**src/rtl/eep_pkg.sv**
```systemverilog
package eep_pkg;

    typedef enum logic [3:0] {
        ST_IDLE,
        ST_OPCODE,
        ST_ADDR,
        ST_RDDATA,
        ST_RDSTAT,
        ST_WRDATA,
        ST_WRSTAT,
        ST_STATHELD,
        ST_WRENWAIT,
        ST_DRAIN,
        ST_IGNORE
    } eep_state_t;

    typedef enum logic [2:0] {
        CMD_NONE,
        CMD_WREN,
        CMD_WRDI,
        CMD_RDSR,
        CMD_WRSR,
        CMD_READ,
        CMD_WRITE
    } eep_cmd_t;

    localparam logic [7:0] OP_SETWE = 8'h06;
    localparam logic [7:0] OP_CLRWE = 8'h04;
    localparam logic [7:0] OP_RDST  = 8'h05;
    localparam logic [7:0] OP_WRST  = 8'h01;
    localparam logic [2:0] OP_RD_LO = 3'b011;
    localparam logic [2:0] OP_WR_LO = 3'b010;

endpackage

```
**src/rtl/eep_pin_sync.sv**
```systemverilog
module eep_pin_sync #(
    parameter int          N       = 4,
    parameter logic [N-1:0] RST_VAL = '0
) (
    input  logic         clk,
    input  logic         rst_n,
    input  logic [N-1:0] d,
    output logic [N-1:0] q
);
    for (genvar g = 0; g < N; g++) begin : g_bit
        logic meta;
        logic stab;
        always_ff @(posedge clk or negedge rst_n) begin
            if (!rst_n) begin
                meta <= RST_VAL[g];
                stab <= RST_VAL[g];
            end else begin
                meta <= d[g];
                stab <= meta;
            end
        end
        assign q[g] = stab;
    end
endmodule

```
**src/rtl/eep_op_decode.sv**
```systemverilog
module eep_op_decode
    import eep_pkg::*;
#(
    parameter bit A8_IN_OP = 1'b0
) (
    input  logic [7:0] op,
    output eep_cmd_t   cmd
);
    logic low_ok;
    assign low_ok = (op[7:4] == 4'h0) && (A8_IN_OP || !op[3]);

    always_comb begin
        cmd = CMD_NONE;
        if (op == OP_SETWE)                        cmd = CMD_WREN;
        else if (op == OP_CLRWE)                   cmd = CMD_WRDI;
        else if (op == OP_RDST)                    cmd = CMD_RDSR;
        else if (op == OP_WRST)                    cmd = CMD_WRSR;
        else if (low_ok && op[2:0] == OP_RD_LO)    cmd = CMD_READ;
        else if (low_ok && op[2:0] == OP_WR_LO)    cmd = CMD_WRITE;
    end
endmodule

```
**src/rtl/eep_addr_ctr.sv**
```systemverilog
module eep_addr_ctr #(
    parameter int ADDR_W = 9,
    parameter int PAGE_W = 4
) (
    input  logic              clk,
    input  logic              rst_n,
    input  logic              load,
    input  logic [ADDR_W-1:0] load_val,
    input  logic              step_seq,
    input  logic              step_page,
    output logic [ADDR_W-1:0] addr
);
    logic [PAGE_W-1:0] low_nx;
    assign low_nx = addr[PAGE_W-1:0] + 1'b1;

    always_ff @(posedge clk or negedge rst_n) begin
        if (!rst_n)         addr <= '0;
        else if (load)      addr <= load_val;
        else if (step_seq)  addr <= addr + 1'b1;
        else if (step_page) addr <= {addr[ADDR_W-1:PAGE_W], low_nx};
    end
endmodule

```
**src/rtl/eep_spi_front.sv**
```systemverilog
module eep_spi_front
    import eep_pkg::*;
#(
    parameter int ADDR_W = 9,
    parameter int PAGE   = 16
) (
    input  logic              clk,
    input  logic              rst_n,
    input  logic              sck,
    input  logic              cs_n,
    input  logic              si,
    input  logic              hold_n,
    output logic              so,
    output logic              so_oe,
    input  logic              busy,
    input  logic [5:0]        stat_hi,
    output logic [ADDR_W-1:0] rd_addr,
    input  logic [7:0]        rd_data,
    output logic [ADDR_W-1:0] prot_addr,
    input  logic              prot_ok,
    input  logic              sr_ok,
    output logic              pg_load,
    output logic [ADDR_W-1:0] pg_addr,
    output logic [7:0]        pg_data,
    output logic              pg_commit,
    output logic              sr_wr,
    output logic [7:0]        sr_data
);
    localparam int PAGE_W     = $clog2(PAGE);
    localparam int ADDR_BYTES = (ADDR_W > 9) ? 2 : 1;
    localparam bit A8_IN_OP   = (ADDR_W == 9);

    // pin synchronisation and edge events
    logic sck_s, cs_s, hold_s, si_s;
    logic sck_d, cs_d;

    eep_pin_sync #(.N(4), .RST_VAL(4'b0110)) u_sync (
        .clk   (clk),
        .rst_n (rst_n),
        .d     ({sck, cs_n, hold_n, si}),
        .q     ({sck_s, cs_s, hold_s, si_s})
    );

    eep_state_t st, st_nx;
    logic [2:0] bit_cnt;
    logic [7:0] rx, rx_next, tx, addr_hi, sr_byte;
    logic       a8_q, addr_left, is_rd;
    logic       so_q, oe_q, wel, load_pend, loaded_any, paused;
    logic       pg_load_q, pg_commit_q, sr_wr_q;
    logic [ADDR_W-1:0] pg_addr_q, addr, addr_new;
    logic [16:0] addr_wide;
    eep_cmd_t   cmd;

    logic cs_rise_e, cs_fall_e, act, sck_r, sck_f, byte_done;
    assign cs_rise_e = cs_s & ~cs_d;
    assign cs_fall_e = ~cs_s & cs_d;
    assign act       = ~cs_s & ~paused & (st != ST_IDLE);
    assign sck_r     = act & sck_s & ~sck_d;
    assign sck_f     = act & ~sck_s & sck_d;
    assign rx_next   = {rx[6:0], si_s};
    assign byte_done = sck_r && (bit_cnt == 3'd7);

    eep_op_decode #(.A8_IN_OP(A8_IN_OP)) u_dec (
        .op  (rx_next),
        .cmd (cmd)
    );

    assign addr_wide = (ADDR_BYTES == 2) ? {1'b0, addr_hi, rx_next}
                                         : {8'h00, a8_q, rx_next};
    assign addr_new  = ADDR_W'(addr_wide);

    logic ctr_load, ctr_seq, ctr_page;
    assign ctr_load = byte_done && (st == ST_ADDR) && !addr_left;
    assign ctr_seq  = load_pend && (st == ST_RDDATA);
    assign ctr_page = byte_done && (st == ST_WRDATA);

    eep_addr_ctr #(.ADDR_W(ADDR_W), .PAGE_W(PAGE_W)) u_addr (
        .clk       (clk),
        .rst_n     (rst_n),
        .load      (ctr_load),
        .load_val  (addr_new),
        .step_seq  (ctr_seq),
        .step_page (ctr_page),
        .addr      (addr)
    );

    // state register
    always_ff @(posedge clk or negedge rst_n) begin
        if (!rst_n) st <= ST_IDLE;
        else        st <= st_nx;
    end

    // next-state logic
    always_comb begin
        st_nx = st;
        if (cs_rise_e) begin
            st_nx = ST_IDLE;
        end else if (cs_fall_e) begin
            st_nx = ST_OPCODE;
        end else if (byte_done) begin
            unique case (st)
                ST_OPCODE: begin
                    if (busy && cmd != CMD_RDSR) begin
                        st_nx = ST_IGNORE;
                    end else begin
                        unique case (cmd)
                            CMD_WREN:  st_nx = ST_WRENWAIT;
                            CMD_WRDI:  st_nx = ST_DRAIN;
                            CMD_RDSR:  st_nx = ST_RDSTAT;
                            CMD_WRSR:  st_nx = ST_WRSTAT;
                            CMD_READ:  st_nx = ST_ADDR;
                            CMD_WRITE: st_nx = ST_ADDR;
                            CMD_NONE:  st_nx = ST_IGNORE;
                        endcase
                    end
                end
                ST_ADDR:   if (!addr_left) st_nx = is_rd ? ST_RDDATA : ST_WRDATA;
                ST_WRSTAT: st_nx = ST_STATHELD;
                default:   st_nx = st;
            endcase
        end
    end

    // datapath and outputs
    always_ff @(posedge clk or negedge rst_n) begin
        if (!rst_n) begin
            sck_d <= 1'b0;  cs_d <= 1'b1;  paused <= 1'b0;
            bit_cnt <= '0;  rx <= '0;  tx <= '0;  addr_hi <= '0;  sr_byte <= '0;
            a8_q <= 1'b0;  addr_left <= 1'b0;  is_rd <= 1'b0;
            so_q <= 1'b0;  oe_q <= 1'b0;  wel <= 1'b0;
            load_pend <= 1'b0;  loaded_any <= 1'b0;
            pg_load_q <= 1'b0;  pg_commit_q <= 1'b0;  sr_wr_q <= 1'b0;
            pg_addr_q <= '0;  pg_data <= '0;  sr_data <= '0;
        end else begin
            pg_load_q   <= 1'b0;
            pg_commit_q <= 1'b0;
            sr_wr_q     <= 1'b0;
            load_pend   <= 1'b0;
            sck_d       <= sck_s;
            cs_d        <= cs_s;

            if (cs_s)        paused <= 1'b0;
            else if (!sck_s) paused <= ~hold_s;

            if (cs_rise_e) begin
                if (bit_cnt == 3'd0) begin
                    if (st == ST_WRENWAIT) wel <= 1'b1;
                    if (st == ST_WRDATA && loaded_any) begin
                        pg_commit_q <= 1'b1;
                        wel         <= 1'b0;
                    end
                    if (st == ST_STATHELD && wel && sr_ok) begin
                        sr_wr_q <= 1'b1;
                        sr_data <= sr_byte;
                        wel     <= 1'b0;
                    end
                end
                oe_q       <= 1'b0;
                bit_cnt    <= '0;
                loaded_any <= 1'b0;
            end else if (cs_fall_e) begin
                bit_cnt <= '0;
                oe_q    <= 1'b0;
            end else begin
                if (sck_r) begin
                    rx      <= rx_next;
                    bit_cnt <= bit_cnt + 1'b1;
                end
                if (byte_done) begin
                    case (st)
                        ST_OPCODE: begin
                            a8_q      <= rx_next[3];
                            addr_left <= 1'(ADDR_BYTES - 1);
                            is_rd     <= (cmd == CMD_READ);
                            if (!(busy && cmd != CMD_RDSR)) begin
                                if (cmd == CMD_WRDI) wel <= 1'b0;
                                if (cmd == CMD_RDSR) load_pend <= 1'b1;
                            end
                        end
                        ST_ADDR: begin
                            if (addr_left) begin
                                addr_hi   <= rx_next;
                                addr_left <= 1'b0;
                            end else if (is_rd) begin
                                load_pend <= 1'b1;
                            end
                        end
                        ST_RDDATA, ST_RDSTAT: load_pend <= 1'b1;
                        ST_WRDATA: begin
                            if (wel && prot_ok) begin
                                pg_load_q  <= 1'b1;
                                pg_addr_q  <= addr;
                                pg_data    <= rx_next;
                                loaded_any <= 1'b1;
                            end
                        end
                        ST_WRSTAT: sr_byte <= rx_next;
                        default: ;
                    endcase
                end
                if (load_pend)
                    tx <= (st == ST_RDSTAT) ? {stat_hi, wel, busy} : rd_data;
                if (sck_f && (st == ST_RDDATA || st == ST_RDSTAT)) begin
                    so_q <= tx[7];
                    tx   <= {tx[6:0], 1'b0};
                    oe_q <= 1'b1;
                end
            end
        end
    end

    assign so        = so_q;
    assign so_oe     = oe_q & ~paused;
    assign rd_addr   = addr;
    assign prot_addr = addr;
    assign pg_load   = pg_load_q;
    assign pg_addr   = pg_addr_q;
    assign pg_commit = pg_commit_q;
    assign sr_wr     = sr_wr_q;
endmodule

```
**config.mk**
```make
export PLATFORM = sky130hd
export DESIGN_NAME = eep_spi_front
export DESIGN_NICKNAME = d
export VERILOG_FILES = /design/src/rtl/eep_pkg.sv /design/src/rtl/eep_pin_sync.sv /design/src/rtl/eep_op_decode.sv /design/src/rtl/eep_addr_ctr.sv /design/src/rtl/eep_spi_front.sv
export SDC_FILE = /design/constraint.sdc
export NUM_CORES = 1
export LEC_CHECK = 0
export ABC_AREA = 1
export BUFFER_PORTS_ARGS = -buffer_cell sky130_fd_sc_hd__buf_2
export CELL_PAD_IN_SITES_DETAIL_PLACEMENT = 1
export CELL_PAD_IN_SITES_GLOBAL_PLACEMENT = 1
export CORE_AREA = 4 4 103 105
export CTS_CLUSTER_SIZE = 28
export DETAILED_ROUTE_END_ITERATION = 10
export DIE_AREA = 0 0 107 109
export PLACE_DENSITY_LB_ADDON = 0.1
export SYNTH_ARGS = -nofsm -noshare
export SYNTH_HDL_FRONTEND = slang
export SYNTH_SLANG_ARGS = --single-unit
```
**constraint.sdc**
```tcl
create_clock -name clk -period 4 [get_ports clk]
set_input_delay 0.2 -clock clk [delete_from_list [all_inputs] [get_ports clk]]
set_output_delay 0.2 -clock clk [all_outputs]
set_load 0.02 [all_outputs]
```
==> results by group <==
Placement
  – GP Congestion: approximately 0.79
  – Post-DP HPWL: ~7.7 mm
  – IO buf count: 70

Finish
  – Fin nets: slightly above 600
  – Area Overhead vs Synth: 14.09%
  – Commonest non-fill, non-tap cells in the layout: nand2_1 (183), dfrtp_1 (80), buf_2 (69), inv_1 (52), nand3_1 (36)
  – Multi-input logic area: ~1800 µm²
  – Fillers: 1241
  – Ant. Diodes: 0
  – Most common cell after layout, fill and taps aside: nand2_1
  – Fraction of layout cells with a size suffix above 1: 0.2038
  – Register Area: ~2100 µm²

STA
  – Slew Limit Fails: 0
  – Fin crit share: 0.5407
  – Fin. Hold Viols: 0
  – Max Freq: approximately 0.46 GHz
  – RSZ-0062 raised after global routing: no
  – Final clock skew: 16.32 ps
  – Final setup fails: 0
  – Rel. slew slack: 0.2773
  – Worst Tran Pin Value: around 1100 ps
  – Min Clock Period, post-route: approximately 2200 ps
  – Worst hold slack: about 35 ps
  – Setup TNS Final: 0 ps

Job
  – Max-cap violations: 0

Power
  – Cell Pwr Density: ~450 nW/µm²
  – Clock share of power: 0.279
  – Int Pwr: around 1400 µW
  – Worst IR Drop VDD: 219.6 µV
  – Sequential Power Share: 0.472
  – Pleak: around 0.0026 µW
  – Combinational power share: 0.248
  – NetSw: between 700 and 800 µW
  – Sw frac: 0.3559

Worst setup path
  – Worst setup path end: tx[6]
  – Reg2Reg Depth: 7
  – CP max stage cell: nor2_2
  – Crit path capture type: flop
  – Most used cell along the critical path: nand2_1
  – R2R Path Start: st[0]
  – CP Launch Type: flop
  – Worst R2R End: tx[6]
  – Critical Path Source: st[0]
  – Crit Path Max Fanout: 20
  – Arrival time at the worst endpoint: 2460 ps
  – Crit-path cells: nor2_2 > nand2_4 > nand2_2 > nand3_2 > a21oi_4 > nand2_1 > nand2_1
  – Worst endpoint required time: 4300 ps
  – FF-to-FF setup slack: about 1800 ps
  – Slowest stage delay, CP: 510 ps
  – WS Path Type: reg -> reg

Die
  – Number of cell rows: 36
  – Core area: between 9000 and 10000 µm²
  – Die W: ~110 µm
  – Ports: 71
  – Starting density of the core: 0.4403
  – Overall die area: about 12000 µm²
  – Die Y: about 110 µm

Yosys
  – Syn avg cell area: between 8 and 9 µm²
  – Ys flop type: dfrtp_1
  – Post-synthesis sequential area ratio: 0.5027
  – Post-synth ARST share: 1.000
  – Synth area leaders: dfrtp_1 (47%), nand2_1 (16%), inv_1 (4.6%), nand3_1 (4.2%), o21ai_0 (3.4%)
  – Largest area contributor in the netlist: dfrtp_1
  – Distinct cells, synth: 34
  – Yosys top cell area share: 0.4717
  – Post-synth EDFFs: 0
  – Syn_nets: 542
  – Synth Instances: 513
  – Synthesized flop and latch total: 85
  – Post-Syn Area: between 4000 and 5000 µm²
  – Warnings, synthesis: 0

Drt
  – DRT Pass-1 Iters: 4
  – Vias per cell: 4.870
  – # DRC: 0
  – Post-detailed-route wirelength per cell: 14.40 µm
  – Drt total wl: ~10 mm
  – Initial DRC Count: 121
  – ANT nets after route: 0
  – Via count: about 3500

Min path
  – Hold crit path type: in -> async

Global routing
  – Initial antenna violation count: 0
  – GRT Overall Usage: 0.1936
  – Vias in the first global route: approximately 3700
  – Pin count of the biggest net entering global routing: 86
  – Total gr overflow: 0
  – Global-route wire length before repair: 17.91 mm

Clocking
  – Sink Count: 85
  – Clock transition at path regs: approximately 80 ps
  – Htree depth: 3
  – Clock root buffer: clkbuf_8
  – Skew-Pair Late Insertion Delay: roughly 360 ps
  – Clock Path Buffers: 2
  – CTS buffer count: 9
  – TritonCTS clock tree: built
  – Number of buffers added for setup after CTS: 0

Status
  – Status: complete, no violations
critical path: cells and delay by family (launching register included):
family | cells | cell delay (ps)
AND/OR/NAND/NOR | 6 | 1290
AO/OA/AOI/OAI | 1 | 360
flip-flops | 1 | 450
area by class of cell:
cell class,count,area share
Multi-Input combinational cell,356,0.3631
Clock inverter,4,0.009819
Timing Repair Buffer,74,0.08114
Sequential cell,85,0.4406
Clock buffer,12,0.02997
Inverter,53,0.04109
Tap cell,133,0.03437
cell families after synthesis:
group,share of synthesized area
buffers and inverters,0.08313
adders and majority gates,0.01769
xor gates and xnor gates,0.004128
DFF,0.5027
AOI/OAI and AO/OA,0.1023
and+or+nand+nor,0.2901
sequential cells by signal (all words and copies together), names as in the netlist, 7 cells and up:
name	flops
pg_addr	9
pg_data	8
rx	7
u_addr.addr	9
sr_byte	8
sr_data	8
tx	8
synth_stat cells, types with 2 or more instances:
library cell,instances
a21oi_1,5
a22oi_1,2
buf_2,3
buf_4,11
buf_6,5
dfrtp_1,80
dfstp_2,5
ha_1,6
inv_1,52
nand2_1,183
nand2_2,3
nand2_4,2
nand3_1,36
nand3_4,2
nand4_1,3
nand4_4,2
nor2_1,28
nor2_2,5
nor2_4,3
nor3_1,4
o211ai_1,4
o21ai_0,29
o21ai_1,22
o21ai_2,8
repair_timing:
item                                   4_1_cts  5_1_grt
gates resized for setup                      0        0
hold buffers                                 4        0
endpoints found under the hold margin        4        0
metal layers:
| layer | track usage | share of wire | wire [µm] | vias up |
|---|---|---|---|---|
| met5 | 0 | 0 | 0 | - |
| met4 | 0.06119 | 0.013 | 135 | 0 |
| met3 | 0.03848 | 0.037 | 383 | 10 |
| met2 | 0.3282 | 0.50 | 5156 | 53 |
| met1 | 0.2510 | 0.45 | 4648 | 1669 |
| li1 | - | - | - | 1760 |
worst min path at each step:
| stage | depth (start not counted) | slack, ps | endpoint |
|---|---|---|---|
| after floorplan | 0 | -100 | a8_q |
| after global placement | 1 | 310 | u_sync.g_bit[2].meta |
| after detailed placement | 1 | 310 | u_sync.g_bit[2].meta |
| after CTS | 1 | 70 | pg_data[4] |
| after global routing | 1 | 110 | sr_data[0] |
| final | 1 | 40 | sr_data[4] |
power groups by stage:
stage	logic [µW]	clock network [µW]	registers, µW
after floorplan	409	0	1030
after global placement	525	0	1050
after detailed placement	549	0	1050
after CTS	553	633	1030
after global routing	626	677	1050
final	544	612	1030
through the flow:
stage	std cells	area, µm²	setup WS [ps]	utilization	power, µW
floorplan	513	4244	2275	-	1439
global placement	697	4609	1895	0.4782	1570
detailed placement	697	4609	1834	0.4782	1598
CTS	717	4842	1822	0.5023	2220
global route	717	4842	1600	0.5023	2350
finish	717	4842	1837	0.5023	2190
No activity file was read; power rests on OpenSTA's default activity.
